**src/rtl/can_fault_pkg.sv**
```systemverilog
// Package: shared widths, codes and the capture record for the
// fault confinement block. Assumes 8-bit visible counters.
package can_fault_pkg;

    localparam int CNT_W  = 8;
    localparam int KIND_W = 2;
    localparam int SEG_W  = 5;
    localparam int ARB_W  = 5;

    typedef enum logic [KIND_W-1:0] {
        KIND_BIT   = 2'd0,
        KIND_FORM  = 2'd1,
        KIND_STUFF = 2'd2,
        KIND_OTHER = 2'd3
    } err_kind_e;

    typedef enum logic [1:0] {
        NODE_ACTIVE  = 2'd0,
        NODE_WARN    = 2'd1,
        NODE_PASSIVE = 2'd2,
        NODE_BUSOFF  = 2'd3
    } node_state_e;

    typedef struct packed {
        logic [KIND_W-1:0] kind;
        logic              dir;
        logic [SEG_W-1:0]  seg;
    } err_rec_t;

endpackage

```
**src/rtl/cft_err_counter.sv**
```systemverilog
// Module: one fault confinement counter.
// Load beats clear, clear beats freeze, and an increment beats a decrement.
// The decrement stops at zero. When SATURATE is set the increment stops at
// the all-ones value; otherwise W must be wide enough to hold the overshoot.
module cft_err_counter #(
    parameter int W        = 8,
    parameter int STEP     = 1,
    parameter bit SATURATE = 1'b1
) (
    input  logic         clk,
    input  logic         rst_n,
    input  logic         load_en,
    input  logic [W-1:0] load_val,
    input  logic         clear,
    input  logic         freeze,
    input  logic         bump,
    input  logic         drop,
    output logic [W-1:0] cnt
);

    localparam logic [W-1:0] TOP    = {W{1'b1}};
    localparam logic [W-1:0] STEP_V = W'(STEP);

    logic [W-1:0] bumped;

    // Select the increment variant: saturating or plain add.
    generate
        if (SATURATE) begin : g_sat
            assign bumped = (cnt > TOP - STEP_V) ? TOP : cnt + STEP_V;
        end else begin : g_plain
            assign bumped = cnt + STEP_V;
        end
    endgenerate

    // Counter update in priority order.
    always_ff @(posedge clk) begin
        if (!rst_n) begin
            cnt <= '0;
        end else if (load_en) begin
            cnt <= load_val;
        end else if (clear) begin
            cnt <= '0;
        end else if (!freeze) begin
            if (bump) begin
                cnt <= bumped;
            end else if (drop && cnt != '0) begin
                cnt <= cnt - 1'b1;
            end
        end
    end

endmodule

```
**src/rtl/cft_state_eval.sv**
```systemverilog
// Module: derives bus-off, warning and passive flags from the counters and
// raises one-cycle pulses when they change. The previous-cycle flags reset
// to the values implied by zero counts and the reset warning threshold.
module cft_state_eval #(
    parameter int TX_W        = 9,
    parameter int RX_W        = 8,
    parameter int LIM_W       = 8,
    parameter int PASSIVE_LVL = 128,
    parameter int WARN_RESET  = 96
) (
    input  logic             clk,
    input  logic             rst_n,
    input  logic [TX_W-1:0]  tx_cnt,
    input  logic [RX_W-1:0]  rx_cnt,
    input  logic [LIM_W-1:0] warn_lim,
    output logic             bus_off,
    output logic             warn_flag,
    output logic             passive_flag,
    output can_fault_pkg::node_state_e node_state,
    output logic             evt_warn,
    output logic             evt_passive
);
    import can_fault_pkg::*;

    localparam logic [TX_W-1:0] BOFF_LVL = TX_W'(2 ** (TX_W - 1));
    localparam logic [TX_W-1:0] PAS_TX   = TX_W'(PASSIVE_LVL);
    localparam logic [RX_W-1:0] PAS_RX   = RX_W'(PASSIVE_LVL);
    localparam logic            WARN_AT_RST = (WARN_RESET == 0);

    logic prev_bo;
    logic prev_warn;
    logic prev_pas;

    // Level flags from the current counter values.
    always_comb begin
        bus_off      = tx_cnt >= BOFF_LVL;
        warn_flag    = (tx_cnt >= TX_W'(warn_lim)) || (rx_cnt >= RX_W'(warn_lim));
        passive_flag = !bus_off && ((tx_cnt >= PAS_TX) || (rx_cnt >= PAS_RX));
    end

    // State code with bus-off over passive over warning.
    always_comb begin
        if (bus_off)           node_state = NODE_BUSOFF;
        else if (passive_flag) node_state = NODE_PASSIVE;
        else if (warn_flag)    node_state = NODE_WARN;
        else                   node_state = NODE_ACTIVE;
    end

    // Remember last cycle's flags for change detection.
    always_ff @(posedge clk) begin
        if (!rst_n) begin
            prev_bo   <= 1'b0;
            prev_warn <= WARN_AT_RST;
            prev_pas  <= 1'b0;
        end else begin
            prev_bo   <= bus_off;
            prev_warn <= warn_flag;
            prev_pas  <= passive_flag;
        end
    end

    // Change pulses, high for the first cycle of a new flag value.
    always_comb begin
        evt_warn    = (bus_off != prev_bo) || (warn_flag != prev_warn);
        evt_passive = passive_flag != prev_pas;
    end

endmodule

```
**src/rtl/cft_capture.sv**
```systemverilog
// Module: holds the first accepted bus error and the first accepted
// arbitration loss until released. A take in the releasing cycle is stored.
// Wipe zeroes both records. Takes are assumed pre-qualified by the caller.
module cft_capture (
    input  logic clk,
    input  logic rst_n,
    input  logic wipe,
    input  logic release_i,
    input  logic err_take,
    input  logic err_is_rx,
    input  logic [can_fault_pkg::KIND_W-1:0] err_kind,
    input  logic [can_fault_pkg::SEG_W-1:0]  seg_code,
    input  logic arb_take,
    input  logic [can_fault_pkg::ARB_W-1:0]  arb_idx,
    output can_fault_pkg::err_rec_t          err_rec,
    output logic [can_fault_pkg::ARB_W-1:0]  arb_pos,
    output logic evt_bus_err,
    output logic evt_arb_lost
);
    import can_fault_pkg::*;

    logic err_lock;
    logic arb_lock;
    logic err_open;
    logic arb_open;

    // A record may be written when unlocked or being released now.
    always_comb begin
        err_open = release_i || !err_lock;
        arb_open = release_i || !arb_lock;
    end

    // Bus error record and its lock.
    always_ff @(posedge clk) begin
        if (!rst_n || wipe) begin
            err_rec  <= '0;
            err_lock <= 1'b0;
        end else if (err_take && err_open) begin
            err_rec.kind <= err_kind;
            err_rec.dir  <= err_is_rx;
            err_rec.seg  <= seg_code;
            err_lock     <= 1'b1;
        end else if (release_i) begin
            err_lock <= 1'b0;
        end
    end

    // Arbitration loss record and its lock.
    always_ff @(posedge clk) begin
        if (!rst_n || wipe) begin
            arb_pos  <= '0;
            arb_lock <= 1'b0;
        end else if (arb_take && arb_open) begin
            arb_pos  <= arb_idx;
            arb_lock <= 1'b1;
        end else if (release_i) begin
            arb_lock <= 1'b0;
        end
    end

    // One-cycle event pulses for every accepted strobe.
    always_ff @(posedge clk) begin
        if (!rst_n) begin
            evt_bus_err  <= 1'b0;
            evt_arb_lost <= 1'b0;
        end else begin
            evt_bus_err  <= err_take;
            evt_arb_lost <= arb_take;
        end
    end

endmodule

```
**src/rtl/can_fault_tracker.sv**
```systemverilog
// Module: CAN fault confinement counters with error and arbitration capture.
// Assumes strobes are single-cycle and that software writes are single-cycle
// pulses. The transmit counter is one bit wider than its visible field so
// that overshoot past 255 marks bus-off.
module can_fault_tracker #(
    parameter int TX_ERR_STEP = 8,
    parameter int RX_ERR_STEP = 1,
    parameter int PASSIVE_LVL = 128,
    parameter int WARN_RESET  = 96
) (
    input  logic        clk,
    input  logic        rst_n,
    input  logic        tx_err_stb,
    input  logic        rx_err_stb,
    input  logic        tx_ok_stb,
    input  logic        rx_ok_stb,
    input  logic [1:0]  err_kind,
    input  logic [4:0]  seg_code,
    input  logic        arb_lost_stb,
    input  logic [4:0]  arb_idx,
    input  logic        recover_stb,
    input  logic        cnt_wr_en,
    input  logic [31:0] cnt_wr_data,
    input  logic        lim_wr_en,
    input  logic [7:0]  lim_wr_data,
    input  logic        cap_rd,
    output logic [31:0] err_cnt_reg,
    output logic [31:0] status_reg,
    output logic [1:0]  node_state,
    output logic        evt_warn,
    output logic        evt_passive,
    output logic        evt_bus_err,
    output logic        evt_arb_lost
);
    import can_fault_pkg::*;

    localparam int TX_W = CNT_W + 1;
    localparam int RX_W = CNT_W;

    logic [TX_W-1:0]  tx_cnt;
    logic [RX_W-1:0]  rx_cnt;
    logic [CNT_W-1:0] warn_lim;
    logic [CNT_W-1:0] tx_field;
    logic             bus_off;
    logic             warn_flag;
    logic             passive_flag;
    logic             recover_now;
    logic             err_take;
    logic             arb_take;
    node_state_e      state_code;
    err_rec_t         err_rec;
    logic [ARB_W-1:0] arb_pos;

    // Qualify strobes: ignored while bus-off or during a counter write.
    always_comb begin
        recover_now = recover_stb && bus_off;
        err_take    = (tx_err_stb || rx_err_stb) && !bus_off && !cnt_wr_en;
        arb_take    = arb_lost_stb && !bus_off && !cnt_wr_en;
    end

    cft_err_counter #(
        .W        (TX_W),
        .STEP     (TX_ERR_STEP),
        .SATURATE (1'b0)
    ) u_tx_cnt (
        .clk      (clk),
        .rst_n    (rst_n),
        .load_en  (cnt_wr_en),
        .load_val ({1'b0, cnt_wr_data[7:0]}),
        .clear    (recover_now),
        .freeze   (bus_off),
        .bump     (tx_err_stb),
        .drop     (tx_ok_stb),
        .cnt      (tx_cnt)
    );

    cft_err_counter #(
        .W        (RX_W),
        .STEP     (RX_ERR_STEP),
        .SATURATE (1'b1)
    ) u_rx_cnt (
        .clk      (clk),
        .rst_n    (rst_n),
        .load_en  (cnt_wr_en),
        .load_val (cnt_wr_data[23:16]),
        .clear    (recover_now),
        .freeze   (bus_off),
        .bump     (rx_err_stb),
        .drop     (rx_ok_stb),
        .cnt      (rx_cnt)
    );

    // Programmable warning threshold.
    always_ff @(posedge clk) begin
        if (!rst_n) begin
            warn_lim <= CNT_W'(WARN_RESET);
        end else if (lim_wr_en) begin
            warn_lim <= lim_wr_data;
        end
    end

    cft_state_eval #(
        .TX_W        (TX_W),
        .RX_W        (RX_W),
        .LIM_W       (CNT_W),
        .PASSIVE_LVL (PASSIVE_LVL),
        .WARN_RESET  (WARN_RESET)
    ) u_eval (
        .clk          (clk),
        .rst_n        (rst_n),
        .tx_cnt       (tx_cnt),
        .rx_cnt       (rx_cnt),
        .warn_lim     (warn_lim),
        .bus_off      (bus_off),
        .warn_flag    (warn_flag),
        .passive_flag (passive_flag),
        .node_state   (state_code),
        .evt_warn     (evt_warn),
        .evt_passive  (evt_passive)
    );

    cft_capture u_cap (
        .clk          (clk),
        .rst_n        (rst_n),
        .wipe         (cnt_wr_en),
        .release_i    (cap_rd),
        .err_take     (err_take),
        .err_is_rx    (!tx_err_stb),
        .err_kind     (err_kind),
        .seg_code     (seg_code),
        .arb_take     (arb_take),
        .arb_idx      (arb_idx),
        .err_rec      (err_rec),
        .arb_pos      (arb_pos),
        .evt_bus_err  (evt_bus_err),
        .evt_arb_lost (evt_arb_lost)
    );

    // Pack the software-visible words.
    always_comb begin
        tx_field    = bus_off ? {CNT_W{1'b1}} : tx_cnt[CNT_W-1:0];
        err_cnt_reg = {8'h00, rx_cnt, 8'h00, tx_field};
        status_reg  = {8'h00, err_rec.kind, err_rec.dir, err_rec.seg,
                       3'b000, arb_pos, bus_off, warn_flag, 6'b000000};
        node_state  = state_code;
    end

endmodule

```
**config.mk**
```make
export PLATFORM = sky130hd
export DESIGN_NAME = can_fault_tracker
export DESIGN_NICKNAME = d
export VERILOG_FILES = /design/src/rtl/can_fault_pkg.sv /design/src/rtl/cft_err_counter.sv /design/src/rtl/cft_state_eval.sv /design/src/rtl/cft_capture.sv /design/src/rtl/can_fault_tracker.sv
export SDC_FILE = /design/constraint.sdc
export NUM_CORES = 1
export LEC_CHECK = 0
export CAP_MARGIN = 20
export CELL_PAD_IN_SITES_DETAIL_PLACEMENT = 1
export CELL_PAD_IN_SITES_GLOBAL_PLACEMENT = 1
export CORE_MARGIN = 3
export CORE_UTILIZATION = 27
export CTS_CLUSTER_SIZE = 8
export DETAILED_ROUTE_END_ITERATION = 12
export GPL_TIMING_DRIVEN = 0
export PLACE_DENSITY_LB_ADDON = 0.1
export SETUP_SLACK_MARGIN = 0.05
export SLEW_MARGIN = 5
export SYNTH_ARGS = -nofsm -noshare
export SYNTH_HDL_FRONTEND = slang
export SYNTH_SLANG_ARGS = --single-unit
```
**constraint.sdc**
```tcl
create_clock -name clk -period 2 [get_ports clk]
set_clock_uncertainty 0.2 [all_clocks]
set_input_delay 0.3 -clock clk [delete_from_list [all_inputs] [get_ports clk]]
set_output_delay 0.3 -clock clk [all_outputs]
set_load 0.01 [all_outputs]
```
# Word level (Yosys, flattened, before mapping)
# Cells that the tools add are included.
[totals] reg_bits=45 latchBits=0 mem_bits_rw=0 romBits=0 out_inout_bits=70 elab_cells=83 n_memories=0
[op_classes] addsub=4 multipliers=0 div_mod_pow=0 magnitude_cmp=6 n_eq_ne=4 shift=0 mux=18 bitwise_logic=2 n_reduce_logical=34
[op_table] operator="two-way mux 8 bit" n=10
[op_table] operator="two-way mux 9 bit" n=2
[op_table] operator="logical AND 1 bit" n=10
[op_table] operator="adder 9 x 4 -> 9 bit (second input constant)" n=1
[op_table] operator=">= comparator 9 x 8 -> 1 bit" n=1
[op_table] operator=">= comparator 9 x 8 -> 1 bit (second input constant)" n=1
[op_table] operator=">= comparator 9 bit (second input constant)" n=1
[op_table] operator="nonzero test 9 bit" n=1
[op_table] operator="subtractor 9 x 1 -> 9 bit (second input constant)" n=1
[op_table] operator="adder 8 x 1 -> 8 bit (second input constant)" n=1
[op_table] operator=">= comparator 8 bit" n=1
[op_table] operator=">= comparator 8 bit (second input constant)" n=1
[op_table] operator="greater-than comparator 8 bit (second input constant)" n=1
[op_table] operator="nonzero test 4 bit" n=2
[op_table] operator="nonzero test 8 bit" n=1
[op_table] operator="subtractor 8 x 1 -> 8 bit (second input constant)" n=1
[op_table] operator="logical OR 1 bit" n=7
[op_table] operator="zero test 1 bit" n=6
[op_table] operator="AND reduction 2 bit" n=3
[op_table] operator="nonzero test 2 bit" n=3
[op_table] operator="two-way mux 1 bit" n=4
[op_table] operator="two-way mux 2 bit" n=2
[op_table] operator="!= test 1 bit" n=3
[op_table] operator="!= test 3 x 2 -> 1 bit (second input constant)" n=1
[op_table] operator="2 further kinds" n=3

# Logic depth before layout (Yosys ltp)
[depth] ltp_word=7 mapped_depth=8 depth_no_buf=7

# Cells and area by module
# A second synthesis with hierarchy kept.
[unflattened] hier_cells=406 area_unflattened_um2=3444.6
[modules_own_cells] mod="cft_err_counter at u_rx_cnt" instances=1 cells_per_inst=105 area_per_inst_um2=833.3
[modules_own_cells] mod="cft_err_counter at u_tx_cnt" instances=1 cells_per_inst=93 area_per_inst_um2=760.7
[modules_own_cells] mod="cft_capture" instances=1 cells_per_inst=70 area_per_inst_um2=673.1
[modules_own_cells] mod="can_fault_tracker" instances=1 cells_per_inst=75 area_per_inst_um2=644.4
[modules_own_cells] mod="cft_state_eval" instances=1 cells_per_inst=63 area_per_inst_um2=533.0

# Least setup slack after synthesis
# Ideal clock, no wire load.
[synth_timing] path_type="register -> output" start="register u_tx_cnt.cnt[6]" end="output evt_warn" t_arrival_ns=1.779 t_required_ns=1.500 slack_ns=-0.279 stages_incl_launch_ff=7 cell_sequence="dfxtp_1 -> ha_1 -> a21o_1 -> a2111oi_0 -> o31a_1 -> nand3_1 -> mux2i_1"
[synth_via] elab_chain_len=4
[synth_rtl] element="start: declaration" line_no="cft_err_counter.sv:18" source="output logic [W-1:0] cnt"
[synth_rtl] element="start signal: assignment" line_no="cft_err_counter.sv:40" source="cnt <= load_val;"
[synth_rtl] element="start signal: assignment" line_no="cft_err_counter.sv:45" source="cnt <= bumped;"
[synth_rtl] element="start signal: assignment" line_no="cft_err_counter.sv:47" source="cnt <= cnt - 1'b1;"
[synth_rtl] element=">= comparator 9 x 8 -> 1 bit" line_no="cft_state_eval.sv:37" source="warn_flag = (tx_cnt >= TX_W'(warn_lim)) || (rx_cnt >= RX_W'(warn_lim));"
[synth_rtl] element="logical OR 1 bit" line_no="cft_state_eval.sv:37"
[synth_rtl] element="net u_eval.warn_flag" line_no="cft_state_eval.sv:17" source="output logic warn_flag,"
[synth_rtl] element="!= test 1 bit" line_no="cft_state_eval.sv:64" source="evt_warn = (bus_off != prev_bo) || (warn_flag != prev_warn);"
[synth_rtl] element="logical OR 1 bit" line_no="cft_state_eval.sv:64"
[synth_rtl] element="end: declaration" line_no="can_fault_tracker.sv:30" source="output logic evt_warn,"
# The timed path passes the listed nets, and every way through them passes these cells.

# Worst setup path in the final report
[layout_timing] start="register warn_lim[3]" end="output node_state[0]"
[layout_via] elab_chain_len=5
[layout_rtl] element="start: declaration" line_no="can_fault_tracker.sv:42" source="logic [CNT_W-1:0] warn_lim;"
[layout_rtl] element="start signal: assignment" line_no="can_fault_tracker.sv:96" source="warn_lim <= CNT_W'(WARN_RESET);"
[layout_rtl] element="start signal: assignment" line_no="can_fault_tracker.sv:98" source="warn_lim <= lim_wr_data;"
[layout_rtl] element=">= comparator 9 x 8 -> 1 bit or >= comparator 8 bit (tied branches)" line_no="cft_state_eval.sv:37"
[layout_rtl] element="logical OR 1 bit (*)" line_no="cft_state_eval.sv:37"
[layout_rtl] element="net u_eval.warn_flag" line_no="cft_state_eval.sv:17"
[layout_rtl] element="two-way mux 1 bit (*)" line_no="cft_state_eval.sv:45" source="else if (warn_flag) node_state = NODE_WARN;"
[layout_rtl] element="two-way mux 2 bit (*)" line_no="cft_state_eval.sv:44" source="else if (passive_flag) node_state = NODE_PASSIVE;"
[layout_rtl] element="two-way mux 2 bit (*)" line_no="cft_state_eval.sv:43" source="if (bus_off) node_state = NODE_BUSOFF;"
[layout_rtl] element="end: declaration" line_no="can_fault_tracker.sv:29" source="output logic [1:0] node_state,"
# The timed path passes the listed nets; every way through them passes the cells marked *.

==> qor.csv <==
stage;metric;value;unit
clocking;CTS tree;built;
sta;slew of the pin with the lowest slew margin;0.696;ns
critical_path;CP arrival;2.13;ns
min_path;hold path depth;2;
detailed_routing;via/cell ratio;4.69;
global_routing;initial antenna violation count;0;
detailed_routing;drt first-iter violations;69;
synth;Synth Register Bits;45;
clocking;Max Root-Sink Buffers;2;
synth;Post-synth EDFFs;0;
synth;Async S/R FF share, synth;0;%
synth;cell count after synthesis;371;
sta;crit path time final;2.63;ns
critical_path;capturing point of the worst reg2reg path;u_rx_cnt.cnt[5];
layout;share of cells above drive strength 1;30.5;%
clocking;Root Buffer;clkbuf_8;
synth;area leader, netlist;dfxtp_1;
sta;fmax;381;MHz
flow_run;Max Cap Viol;0;
sta;setup violators final;13;
detailed_routing;WL/cell;15.4;um
min_path;Worst Hold Class;reg2reg;
synth;top cells by count, synth;45 x dfxtp_1, 36 x nor2_1, 35 x buf_4;
power_and_ir_drop;P_leak;2.10;nW
layout;fin util;43.6;%
critical_path;CP Max Fanout;3;
synth;share of the synthesized area in the top cell type;29.8;%
placed_design;PortBufs;81;
sta;unrepaired setup endpoints after global routing;true;
synth;Yosys cell types;53;
floorplan;core area;0.0109;mm2
layout;antenna diode count;0;
clocking;H-tree lvl count;2;
synth;synthesized area per cell;8.15;um2
clocking;total CTS buffers;5;
layout;number of nets in the layout;600;
critical_path;r2r startpoint;u_rx_cnt.cnt[4];
sta;period utilisation layout;131;%
global_routing;grt total ovfl;0;
sta;Rel. slew slack;53.6;%
clocking;Worst-path clk slew;0.09;ns
synth;synth top area cells;dfxtp_1 30%, ha_1 9.5%, buf_4 8.7%;
min_path;hold path endpoint;u_cap.err_lock;
synth;synth warn;0;
floorplan;die area;0.0125;mm2
clocking;clock latency on the worst-skew pair;0.30;ns
critical_path;startpoint types;register;
global_routing;largest net degree at the start of global routing;14;
power_and_ir_drop;maximum VDD drop;0.000260;V
detailed_routing;Routed WL;10100;um
clocking;TritonCTS Sinks;45;
global_routing;first-pass GRT wire length;16300;um
detailed_routing;# DRC;0;
synth;ys flop type;dfxtp_1;
sta;worst setup margin;-0.628;ns
floorplan;Die Ht;112;um
clocking;hold buffers post-CTS;0;
layout;area grow syn2layout;57.1;%
placed_design;GPL Wtd Cong;0.821;
sta;Final Hold Viols;0;
critical_path;FF-to-FF path depth;6;
floorplan;I/O pins;133;
synth;post-synthesis sequential area ratio;29.8;%
critical_path;Worst Setup End Kind;primary output;
floorplan;die width;112;um
synth;top-count cell post-synth;dfxtp_1;
detailed_routing;ANT nets after route;0;
critical_path;worst reg2reg setup slack;-0.14;ns
global_routing;GR Util All Layers;16.0;%
sta;Slew Viols, Final;0;
global_routing;vias in the first global route;3244;
floorplan;cell row count;38;
floorplan;Starting Density;27.8;%
power_and_ir_drop;P per Cell Area;578;mW/mm2
critical_path;WP data required;1.50;ns
placed_design;setup slack at placement;-0.786;ns
critical_path;critical path class;reg2out;
detailed_routing;total number of vias;3070;
min_path;hold_sp;u_cap.err_lock;
status;failing checks;setup timing;
synth;synthesized area;0.00302;mm2
detailed_routing;Pre-antenna DRT Iters;4;
placed_design;Post-DP HPWL;7510;um
status;outcome;finished, violations left;
==> stage by stage <==
stage | cells | TNS [ns] | area (um2) | hold WS [ns] | power [mW]
4_1_cts | 644 | -2.31 | 4520 | 0.294 | 2.68
2_1_floorplan | 403 | -0.0979 | 3210 | 0.230 | 1.59
6_report | 655 | -2.64 | 4750 | 0.286 | 2.74
3_3_place_gp | 624 | -18.02 | 4190 | 0.258 | 1.94
3_5_place_dp | 624 | -19.49 | 4190 | 0.281 | 1.95
5_1_grt | 655 | -3.71 | 4750 | 0.327 | 2.92
==> worst max-delay path by stage <==
stage	startpoint	to	slack, ns
after floorplan	warn_lim[6]	evt_warn	-0.06
after global placement	u_tx_cnt.cnt[3]	evt_warn	-0.76
after detailed placement	u_tx_cnt.cnt[3]	evt_warn	-0.79
after CTS	warn_lim[6]	evt_warn	-0.71
after global routing	warn_lim[6]	evt_warn	-0.75
final	warn_lim[3]	node_state[0]	-0.63
==> worst max-delay path, cell delays in order (launching register included) <==
cell	delay, ns
dfxtp_2	0.34
inv_1	0.07
ha_1	0.33
a21oi_1	0.15
a21boi_1	0.09
o31ai_2	0.32
nand3_2	0.19
a21o_1	0.21
buf_2	0.13
==> cells in the final DEF (no fill, tap or decap), drive strengths merged, types with 3 or more instances in the layout <==
cell           Yosys  routed
a211oi             9       9
nor3b              3       3
ha                23      23
a22oi              4       4
dlygate4sd2        0       5
or2                3       3
nand2             29      29
o211ai             3       3
xor2               7       7
clkbuf            13      19
dfxtp             45      45
clkdlybuf4s50      0      67
nand2b             9       9
nor3               7       7
conb               1      33
nand4              4       4
nor2              36      36
buf               43      76
inv               18      18
a31oi              9       9
mux2i             19      19
o21ai             18      18
a21o               3       3
nor2b              4       4
o31ai              3       3
a21oi             17      17
xnor2              4       4
nand3             10      10
nor4               4       4
==> state kept, by name, indices dropped and copies added, names as in the netlist <==
signal              cells
u_cap.evt_arb_lost      1
u_eval.prev_warn        1
u_eval.prev_pas         1
u_cap.evt_bus_err       1
u_eval.prev_bo          1
u_cap.err_lock          1
u_rx_cnt.cnt            8
u_cap.arb_pos           5
u_tx_cnt.cnt            9
u_cap.arb_lock          1
warn_lim                8
u_cap.err_rec           8
==> per-layer routing <==
layer	vias to the layer above	wire, um	track usage [%]
li1	1523	-	-
met1	1444	4440	19.7
met2	90	4830	27.4
met3	13	696	4.73
met4	0	115	3.97
met5	-	0	0
==> area by class of cell <==
cell class / instances / area [um2]
Clock buffer: 7 / 96.3
Buffer: 54 / 400
Fill cell: 1303 / 6140
Tap cell: 140 / 175
Multi-Input combinational cell: 284 / 2080
Timing Repair Buffer: 106 / 987
Inverter: 18 / 70.1
Clock inverter: 1 / 5.00
Sequential cell: 45 / 940
==> report_power, final <==
part | internal [mW] | switching (mW) | leakage, nW
clock | 0.313 | 0.335 | 0.0542
combinational | 0.561 | 0.486 | 1.67
sequential | 0.960 | 0.0894 | 0.377
==> cells by family after synthesis <==
group	count (synthesis)	synth area share [%]
AND/OR/NAND/NOR	115	18.5
other	1	0.124
multiplexers	20	6.66
XOR/XNOR	11	3.19
flip-flops	45	29.8
buffers and inverters	74	14.2
AO/OA/AOI/OAI	82	18.0
adder cells (fa/ha/maj)	23	9.52
==> timing repair <==
action                     4_1_cts  5_1_grt
gates resized for setup        102       40
setup endpoints to repair       47       37
pin swaps                        8       17
gates cloned                     1        0
buffers inserted                12       12
No activity file was read; power rests on OpenSTA's default activity.
